===== config.mk =====
export PLATFORM = sky130hd
export DESIGN_NAME = serial_latch_bank
export DESIGN_NICKNAME = d
export VERILOG_FILES = /design/src/rtl/slb_pkg.sv /design/src/rtl/slb_sync.sv /design/src/rtl/slb_shift.sv /design/src/rtl/slb_latches.sv /design/src/rtl/serial_latch_bank.sv
export SDC_FILE = /design/constraint.sdc
export NUM_CORES = 1
export LEC_CHECK = 0
export ABC_AREA = 1
export ABC_CLOCK_PERIOD_IN_PS = 1200
export BUFFER_PORTS_ARGS = -buffer_cell sky130_fd_sc_hd__buf_4
export CAP_MARGIN = 20
export CORE_AREA = 2 2 105 107
export DETAILED_ROUTE_END_ITERATION = 10
export DIE_AREA = 0 0 107 109
export MAX_ROUTING_LAYER = met4
export PLACE_DENSITY = 0.76
export SYNTH_ARGS = -nofsm -noshare
export SYNTH_HDL_FRONTEND = slang
export SYNTH_SLANG_ARGS = --single-unit

===== constraint.sdc =====
create_clock -name clk_i -period 1.2 [get_ports clk_i]
set_input_delay 0.12 -clock clk_i [delete_from_list [all_inputs] [get_ports clk_i]]
set_output_delay 0.12 -clock clk_i [all_outputs]
set_load 0.05 [all_outputs]

===== src/rtl/slb_pkg.sv =====
package slb_pkg;
  typedef enum logic [1:0] {
    SEL_REF  = 2'b00,
    SEL_AB   = 2'b01,
    SEL_FUNC = 2'b10,
    SEL_INIT = 2'b11
  } latch_sel_e;

  localparam int unsigned NUM_LATCH = 4;
  localparam int unsigned SEL_W     = 2;
endpackage


===== src/rtl/slb_sync.sv =====
module slb_sync #(
  parameter int unsigned W      = 3,
  parameter int unsigned STAGES = 2
) (
  input  logic         clk_i,
  input  logic         rst_ni,
  input  logic [W-1:0] async_i,
  output logic [W-1:0] sync_o
);
  logic [W-1:0] stage_q [STAGES];

  for (genvar s = 0; s < STAGES; s++) begin : g_stage
    always_ff @(posedge clk_i or negedge rst_ni) begin
      if (!rst_ni) stage_q[s] <= '0;
      else if (s == 0) stage_q[s] <= async_i;
      else stage_q[s] <= stage_q[(s == 0) ? 0 : s-1];
    end
  end

  assign sync_o = stage_q[STAGES-1];
endmodule


===== src/rtl/slb_shift.sv =====
module slb_shift #(
  parameter int unsigned WORD_W = 24
) (
  input  logic              clk_i,
  input  logic              rst_ni,
  input  logic              shift_en_i,
  input  logic              bit_i,
  output logic [WORD_W-1:0] word_o
);
  logic [WORD_W-1:0] word_q;

  // MSB first: older bits move toward the top, extra leading bits fall off
  always_ff @(posedge clk_i or negedge rst_ni) begin
    if (!rst_ni)         word_q <= '0;
    else if (shift_en_i) word_q <= {word_q[WORD_W-2:0], bit_i};
  end

  assign word_o = word_q;
endmodule


===== src/rtl/slb_latches.sv =====
module slb_latches
  import slb_pkg::*;
#(
  parameter int unsigned WORD_W = 24,
  localparam int unsigned PAY_W = WORD_W - SEL_W
) (
  input  logic              clk_i,
  input  logic              rst_ni,
  input  logic              load_i,
  input  logic [WORD_W-1:0] word_i,
  output logic [PAY_W-1:0]  ref_o,
  output logic [PAY_W-1:0]  ab_o,
  output logic [PAY_W-1:0]  func_o,
  output logic [PAY_W-1:0]  init_o
);
  latch_sel_e         sel;
  logic [PAY_W-1:0]   payload;
  logic [PAY_W-1:0]   latch_q [NUM_LATCH];

  assign sel     = latch_sel_e'(word_i[SEL_W-1:0]);
  assign payload = word_i[WORD_W-1:SEL_W];

  for (genvar g = 0; g < NUM_LATCH; g++) begin : g_latch
    logic we;
    // init load also refreshes the function latch
    assign we = load_i && ((sel == latch_sel_e'(g)) ||
                           (g == int'(SEL_FUNC) && sel == SEL_INIT));
    always_ff @(posedge clk_i or negedge rst_ni) begin
      if (!rst_ni)  latch_q[g] <= '0;
      else if (we)  latch_q[g] <= payload;
    end
  end

  assign ref_o  = latch_q[SEL_REF];
  assign ab_o   = latch_q[SEL_AB];
  assign func_o = latch_q[SEL_FUNC];
  assign init_o = latch_q[SEL_INIT];
endmodule


===== src/rtl/serial_latch_bank.sv =====
module serial_latch_bank
  import slb_pkg::*;
#(
  parameter int unsigned WORD_W      = 24,
  parameter int unsigned SYNC_STAGES = 2,
  parameter int unsigned REF_W       = 14,
  parameter int unsigned A_W         = 6,
  parameter int unsigned B_W         = 13,
  parameter int unsigned ABW_W       = 2,
  parameter int unsigned MUX_W       = 3,
  localparam int unsigned PAY_W      = WORD_W - SEL_W,
  localparam int unsigned ABW_LSB    = REF_W,
  localparam int unsigned LDP_BIT    = ABW_LSB + ABW_W,
  localparam int unsigned B_LSB      = A_W
) (
  input  logic             clk_i,
  input  logic             rst_ni,
  input  logic             sclk_i,
  input  logic             sdata_i,
  input  logic             sload_i,
  output logic [REF_W-1:0] ref_cnt_o,
  output logic [ABW_W-1:0] abw_sel_o,
  output logic             ldp_o,
  output logic [A_W-1:0]   a_cnt_o,
  output logic [B_W-1:0]   b_cnt_o,
  output logic [MUX_W-1:0] mux_sel_o,
  output logic [PAY_W-1:0] ref_word_o,
  output logic [PAY_W-1:0] ab_word_o,
  output logic [PAY_W-1:0] func_word_o,
  output logic [PAY_W-1:0] init_word_o
);
  logic [2:0]        sync_lvl;
  logic [1:0]        prev_q;
  logic              sclk_rise;
  logic              load_pulse;
  logic [WORD_W-1:0] shift_word;

  // bit 2 load, bit 1 serial clock, bit 0 data: equal latency keeps them aligned
  slb_sync #(.W(3), .STAGES(SYNC_STAGES)) u_sync (
    .clk_i   (clk_i),
    .rst_ni  (rst_ni),
    .async_i ({sload_i, sclk_i, sdata_i}),
    .sync_o  (sync_lvl)
  );

  always_ff @(posedge clk_i or negedge rst_ni) begin
    if (!rst_ni) prev_q <= '0;
    else         prev_q <= sync_lvl[2:1];
  end

  assign sclk_rise  = sync_lvl[1] & ~prev_q[0];
  assign load_pulse = sync_lvl[2] & ~prev_q[1];

  slb_shift #(.WORD_W(WORD_W)) u_shift (
    .clk_i      (clk_i),
    .rst_ni     (rst_ni),
    .shift_en_i (sclk_rise),
    .bit_i      (sync_lvl[0]),
    .word_o     (shift_word)
  );

  slb_latches #(.WORD_W(WORD_W)) u_latches (
    .clk_i  (clk_i),
    .rst_ni (rst_ni),
    .load_i (load_pulse),
    .word_i (shift_word),
    .ref_o  (ref_word_o),
    .ab_o   (ab_word_o),
    .func_o (func_word_o),
    .init_o (init_word_o)
  );

  assign ref_cnt_o = ref_word_o[REF_W-1:0];
  assign abw_sel_o = ref_word_o[ABW_LSB +: ABW_W];
  assign ldp_o     = ref_word_o[LDP_BIT];
  assign a_cnt_o   = ab_word_o[A_W-1:0];
  assign b_cnt_o   = ab_word_o[B_LSB +: B_W];
  assign mux_sel_o = func_word_o[MUX_W-1:0];
endmodule


# Yosys cells after proc, flatten, opt, wreduce, memory -nomap -nowiden
# Index checks and enable logic that the tools add are counted.
# W data, S select, Z words.
totals:
  reg_bits: 120
  out_inout_bits: 127
  wordCells: 21
classes:
  n_eq_ne: 3
  bitwise_logic: 4
  reduce_logical: 6
op_table:
  columns: ["op", "count"]
  rows:
  - ["$eq A2 B2 Y1 const B", 2]
  - ["$logic_and A1 B1 Y1", 4]
  - ["$and A1 B1 Y1", 2]
  - ["$eq A2 B1 Y1 const B", 1]
  - ["$logic_not A2 Y1", 1]
  - ["$not A1 Y1", 2]
  - ["$logic_or A1 B1 Y1", 1]

# Depth between registers and ports, before layout
# Gate-level depths: netlist of the first run.
depth:
  word_depth: 3
  mapped_depth: 6
  depth_no_buf: 5

# Modules after synthesis
# From an unflattened synthesis of the first run, not the netlist that was laid out.
unflattened:
  cells_unflattened: 544
  area_unflattened_um2: 5094.9
by_module_without_submodules:
  columns: ["mod", "instances", "cells_each", "area_each_um2"]
  rows:
  - ["slb_latches", 1, 388, 3579.7]
  - ["slb_shift", 1, 102, 979.7]
  - ["serial_latch_bank", 1, 45, 362.8]
  - ["slb_sync", 1, 9, 172.7]

# Least setup slack after synthesis of the first run
# OpenSTA, ideal clock, no wires.
synth_timing:
  path_kind: "reg2reg"
  startpoint: "reg u_shift.word_q[1], in the netlist u_shift.word_o[1]"
  endpoint: "reg u_latches.latch_q, in the netlist u_latches.ref_o[10]"
  setup_ps: 119
  arrival_time_ps: 1016
  slack_ps: 65
  stages_incl_launch_ff: 6
  path_buffers: 1
  synth_period_minus_slack_ps: 1135
  path_cell_list: "dfrtp_1 > nor2_1 > nand2_1 > buf_2 > nand2_1 > nand2_1"
synth_between:
  elab_chain_cells: 2
synth_lines:
  columns: ["item", "line_no", "rtl"]
  rows:
  - ["start, declared", "slb_shift.sv:10", "logic [WORD_W-1:0] word_q;"]
  - ["start signal, assigned", "slb_shift.sv:15", "else if (shift_en_i) word_q <= {word_q[WORD_W-2:0], bit_i};"]
  - ["$logic_not A2 Y1", "slb_latches.sv:26", "assign we = load_i && ((sel == latch_sel_e'(g)) ||"]
  - ["$logic_and A1 B1 Y1", "slb_latches.sv:26", null]
  - ["end signal, assigned by index", "slb_latches.sv:30", "else if (we) latch_q[g] <= payload;"]
  - ["end, declared", "slb_latches.sv:18", "logic [PAY_W-1:0] latch_q [NUM_LATCH];"]
# No other way between the ends.
# A chain may end at the register's enable or synchronous reset.

# Worst setup path in the final report of the first run
layout_timing:
  startpoint: "reg u_shift.word_q[0], in the netlist u_shift.word_o[0]"
  endpoint: "reg u_latches.latch_q, in the netlist u_latches.ref_o[17]"
# The elaborated chain is that of the path after synthesis.

==> impl_metrics.toml, run 1 <==
[cts]
path_clk_slew_ps = 60
ctsRootBufferMaster = "clkbuf_8"
clkSinkCount = 120
cts_made_buffers = 17
clock_path_buffers = 2
h-tree-depth = 4
cts_tree = "done"
insertion_delay_ps = 530

[worst_setup_path]
rrSetupSlack_ps = -130
slowest_delay_ps = 420
crit_path_start_kind = "flip-flop"
crit_required_ps = 1610
cp_slowest_cell = "dfrtp_1"
cp-endpoint = "u_latches.ref_o[17]"
path_max_fanout = 6
arrival_ps = 1740
crit_type = "flip-flop to flip-flop"
cp_cell_sequence = "buf_6, nor2_4, nand2_8, clkbuf_16, nand2_2, nand2_1"
setup.worst_path.end_class = "flip-flop"
r2r-end = "u_latches.ref_o[17]"
r2r_start = "u_shift.word_o[0]"
r2r_cells = 6
startpoint = "u_shift.word_o[0]"

[cells_and_area]
n_fill_cell = 567
drive_gt1_share_pct = 46.8
n_antenna_cell = 0
final_common_cell = "nand2_1"
nets = 719
syn2layout_area_growth_pct = 65.8
layout_common_cells = "168 x nand2_1, 124 x buf_6, 116 x dfrtp_1, 84 x nand3_1, 76 x buf_4"
area.sequential_um2 = 3010
stdcell_area_um2 = 8080
multiInputGateArea_um2 = 1800

[global_routing]
antenna_found_initial = 0
grt_pass1_vias = 4118
grt.total_usage_pct = 24.3
grt_first_pass_wirelength_um = 20800
grt_start_max_net_pins = 83
globalRouteOverflowTotal = 0

[power]
p_seq_share_pct = 29.9
p_sw_share_pct = 43.1
combPwrFrac_pct = 44.6
p_per_area_nw_per_um2 = 2610
p_leak_nw = 4.32
p_int_mw = 12.0
power_mw = 21.1
pwr-share-clk_pct = 25.5
peakVddDrop_mv = 1.52
power_switching_mw = 9.09

[place]
finalWeightedCongestion = 0.802
pre_cts_ws_ps = 27.5
port_buffers = 131
place.detailed.hpwl_um = 7890
place_area_um2 = 5800

[logic_synthesis]
syn_inst = 538
synthMuxAreaShare_pct = 0
synth_warnings = 0
synth_compound_area_share_pct = 0.513
synthAdderAreaFrac_pct = 0
yosys_register_bits = 120
seq_area_frac_synth_pct = 61.6
synth_fp_nets = 543
synth-xor-area-share_pct = 0
synthDistinctLibCells = 12
syn_area_per_cell_um2 = 9.06
synth_area_um2 = 4870
synth_top_family_by_area = "simple AND/OR/NAND/NOR gates"
yosys.area_share.simple_pct = 28.2

[route]
drtIter0Drc = 563
drcViolationCount = 0
first_pass_iters = 6
postRouteAntennaNets = 0
vias = 4848
wl_um = 18000
wl_per_cell_um = 20.8
viasPerCell = 5.60

[floorplan]
core_area_um2 = 10600
die_w_um = 107
die_h_um = 109
initial_core_util_pct = 46.0
rows = 38
io_pins = 132
fp.dieArea_um2 = 11700

[timing]
tightest_slew_ps = 489
finalClockSkew_ps = 6.44
setup_tns_ps = -8180
slew_headroom_pct = 67.4
setup_viol = 201
whs_ps = 159
rsz0062_at_grt = "true"
fin_crit_sh_pct = 111
worst_slack_ps = -135
hold_viol_final = 0
slew_violations = 0
max_clock_freq_mhz = 749
final.min_clock_period_ps = 1330

[job]
maxCapViolCount = 0

[outcome]
failed_checks = "negative setup slack"
status = "complete, but fails checks"

[min_path]
hold_path.class = "input port to asynchronous set/reset pin"
-- worst max-delay path, delay by kind of cell (launching register included) --
family / cells / cell delay (ps)
simple gates: 4 / 450
buf+inv: 2 / 330
flops: 1 / 420
-- registers in the layout (all words and copies together), names as in the netlist --
name              flops
u_sync.sync_o         3
u_latches.init_o     22
u_latches.ref_o      22
u_sync.stage_q        3
u_shift.word_o       24
u_latches.func_o     22
prev_q                2
u_latches.ab_o       22
-- per-layer routing --
| metal | vias up | share of wire [%] | GRT usage [%] |
|---|---|---|---|
| li1 | 2010 | - | - |
| met1 | 2376 | 36 | 30.4 |
| met2 | 364 | 50 | 37.6 |
| met3 | 98 | 8.9 | 5.26 |
| met4 | 0 | 5.1 | 12.3 |
| met5 | - | 0 | - |
-- logic make-up after synthesis --
| logic type | Yosys count |
|---|---|
| simple gates | 337 |
| flops | 120 |
| buf+inv | 76 |
| compound gates | 5 |
-- metrics by stage --
stage / std cells / utilization, %
2_1_floorplan: 538 / -
3_3_place_gp: 760 / 54.7
3_5_place_dp: 760 / 54.7
4_1_cts: 821 / 65.9
5_1_grt: 866 / 76.2
6_report: 866 / 76.2
-- area by class of cell --
class                   count  share of cell area (%)
clock buffers              23                    5.90
flip-flops and latches    120                    37.2
multi-input cells         343                    22.3
well taps                 140                    2.17
clock inverters             8                    1.77
inverters                   7                   0.325
repair buffers            225                    30.3
-- worst min-delay path by stage --
| stage | to | cells after the start |
|---|---|---|
| finish | u_latches.func_o[14] | 3 |
| global route | u_latches.func_o[14] | 3 |
| CTS | u_latches.func_o[14] | 3 |
| detailed placement | u_latches.func_o[20] | 2 |
| global placement | u_sync.sync_o[1] | 2 |
| floorplan | prev_q[0] | 0 |
-- synthesized netlist by cell type --
library cell	n	area share, %
nand3_1	85	8.7
dfrtp_1	120	62
nor2_1	4	0.31
a21oi_1	2	0.21
buf_4	44	6.8
clkbuf_1	7	0.54
inv_1	7	0.54
nand2_1	246	19
buf_1	2	0.15
nor2_2	2	0.26
buf_2	16	1.6
o21ai_0	3	0.31
-- timing repair --
item / in CTS / in global routing
gates resized for setup: 90 / 169
pin swaps: 1 / 26
setup buffers: 25 / 34
hold endpoints to repair: 123 / 0
hold buffers: 4 / 0
endpoints found under the setup margin: 128 / 215
gates cloned: 1 / 11
-- power groups by stage --
stage | clock [mW] | combinational [mW] | sequential [mW]
after global routing | 5.64 | 9.74 | 6.37
final | 5.39 | 9.40 | 6.31
after global placement | 0 | 7.12 | 5.96
after floorplan | 0 | 2.72 | 8.45
after CTS | 5.32 | 8.01 | 6.07
after detailed placement | 0 | 7.20 | 5.99
No activity file was read; power rests on OpenSTA's default activity.
==> run 2: changes to the inputs <==
--- a/config.mk
+++ b/config.mk
@@ -14,6 +14,7 @@
 export DIE_AREA = 0 0 107 109
 export MAX_ROUTING_LAYER = met4
 export PLACE_DENSITY = 0.76
+export SETUP_SLACK_MARGIN = 0.3
 export SYNTH_ARGS = -nofsm -noshare
 export SYNTH_HDL_FRONTEND = slang
 export SYNTH_SLANG_ARGS = --single-unit
==> run 2 against run 1 <==
Effect of this change:
- the flow still finishes with violations (negative setup slack)
- non-clock buffer count up 54
- final cell count grew 6.6%
- die area unchanged
- sequential share of layout area down 5.1 points
- fmax shrank 4.9%
- clock skew grew 4.9 ps
- total power rose by 4.9%
- combinational power up 13%
- first-iteration DRC count down 24%
- largest power group unchanged
- highest routed layer unchanged
==> impl_metrics.toml, run 2 (synthesized netlist as in run 1, its figures left out) <==
[outcome]
status = "complete, but fails checks"
failed_checks = "negative setup slack"

[worst_setup_path]
crit_top_cell = "buf_12"
arrival_ps = 1800
crit_path_start_kind = "flip-flop"
cp_cell_sequence = "inv_2, nor2_4, buf_12, buf_6, buf_12, nand2_8, nand2_2, nand2_1"
crit_required_ps = 1600
slowest_delay_ps = 410
cp_top_family = "buffers and inverters"
crit_buf_inv = 4
path_max_fanout = 5
cp_slowest_cell = "dfrtp_1"
crit_type = "flip-flop to flip-flop"
setup.worst_path.end_class = "flip-flop"

[floorplan]
initial_core_util_pct = 46.0
fp.dieArea_um2 = 11700
rows = 38
die_w_um = 107
core_area_um2 = 10600
io_pins = 132
die_h_um = 109

[cells_and_area]
nets = 775
n_antenna_cell = 0
drive_gt1_share_pct = 69.2
largest_register_ffs = 24
syn2layout_area_growth_pct = 94.1
final_common_cell = "buf_6"
fin_cells = 923
layout_common_cells = "150 x buf_6, 123 x nand2_1, 91 x nand2_2, 87 x dfrtp_1, 82 x buf_4"

[timing]
finalClockSkew_ps = 11.3
slew_headroom_pct = 69.4
setup_viol = 209
slew_violations = 0
fin_crit_sh_pct = 117
final.min_clock_period_ps = 1400
hold_viol_final = 0
worst_slack_ps = -203
rsz0062_at_grt = "true"
tightest_slew_ps = 459
max_clock_freq_mhz = 713

[cts]
cts_made_buffers = 17
clkSinkCount = 120
clock_path_buffers = 2
cts_tree = "done"
insertion_delay_ps = 530
h-tree-depth = 4
path_clk_slew_ps = 70
ctsRootBufferMaster = "clkbuf_8"

[route]
drtIter0Drc = 428
first_pass_iters = 5
viasPerCell = 5.79
drcViolationCount = 0
wl_per_cell_um = 24.6
postRouteAntennaNets = 0
vias = 5340
wl_um = 22700

[power]
power_mw = 22.1
p_per_area_nw_per_um2 = 2340
p_leak_nw = 4.71
peakVddDrop_mv = 1.59

[place]
pre_cts_ws_ps = -65.7
dp.cells = 761
finalWeightedCongestion = 0.824
port_buffers = 131
place.detailed.hpwl_um = 8440

[min_path]
hold_path.class = "input port to asynchronous set/reset pin"

[global_routing]
grt.total_usage_pct = 30.9
globalRouteOverflowTotal = 0
antenna_found_initial = 0
grt_first_pass_wirelength_um = 26200
grt_start_max_net_pins = 38
grt_pass1_vias = 5032

[job]
maxCapViolCount = 0
-- run 2: cell types whose count changed in the layout (fill, tap and decap cells not counted), moves of 26 or more --
cell,change
dfrtp_2,+29
dfrtp_1,-29
nand3_1,-60
nand2_2,+41
nand2_1,-45
nand3_2,+54
buf_6,+26
-- run 2: layer usage --
layer  part of all wire, %  wire length [µm]  up-vias  GRT usage, %
met3                   9.0              2040      150          7.47
met1                    34              7800     2612          34.4
met2                    50             11400      446          52.5
met4                   6.8              1540        0          14.9
li1                      -                 -     2132             -
met5                     0                 0        -             -
-- run 2: area by class of cell --
| cell class | instances | area [µm²] |
|---|---|---|
| multi-input cells | 345 | 2350 |
| fillers | 402 | 1140 |
| repair buffers | 279 | 3300 |
| flip-flops and latches | 120 | 3040 |
| clock buffers | 18 | 428 |
| inverters | 7 | 28.8 |
| clock inverters | 14 | 140 |
| well taps | 140 | 175 |
-- run 2: worst register-to-register path: cells and delay by family, from the launching register on --
kind	cells	cell delay, ps
and+or+nand+nor	4	420
DFF	1	410
buffers and inverters	4	460
-- run 2: worst paths after layout --
path / slack, ps / from / cells past startpoint / to
setup reg to reg: -200 / u_sync.sync_o[2] / 8 / u_latches.ab_o[6]
hold reg to reg: 370 / u_sync.stage_q[5] / 0 / u_sync.sync_o[2]
setup / recovery: -200 / u_sync.sync_o[2] / 8 / u_latches.ab_o[6]
hold / removal: 70 / rst_ni / 2 / u_shift.word_o[8]
min in group clk_i: 240 / sdata_i / 2 / u_sync.stage_q[3]
max in group asynchronous: 530 / rst_ni / 3 / u_latches.ref_o[0]
-- run 2: report_power, final --
group / switching, mW / internal (mW)
Clock: 2.18 / 2.86
Combinational: 6.50 / 4.11
Sequential: 1.43 / 5.05
Total: 10.1 / 12.0
-- run 2: stage by stage --
stage	TNS, ps	hold WS (ps)	util, %	area [µm²]
detailed placement	-326	40.7	55.6	5890
finish	-16750	67.7	89.3	9460
floorplan	0	-176	-	4990
global route	-21080	95.3	89.3	9460
CTS	-3370	60.1	76.5	8110
global placement	0	40.6	55.6	5890
-- run 2: what timing repair did --
item	4_1_cts	5_1_grt
pin swaps	56	47
hold endpoints to repair	123	0
setup buffers	47	52
endpoints found under the setup margin	239	239
hold buffers	4	0
gates resized for setup	230	204
gates cloned	16	11
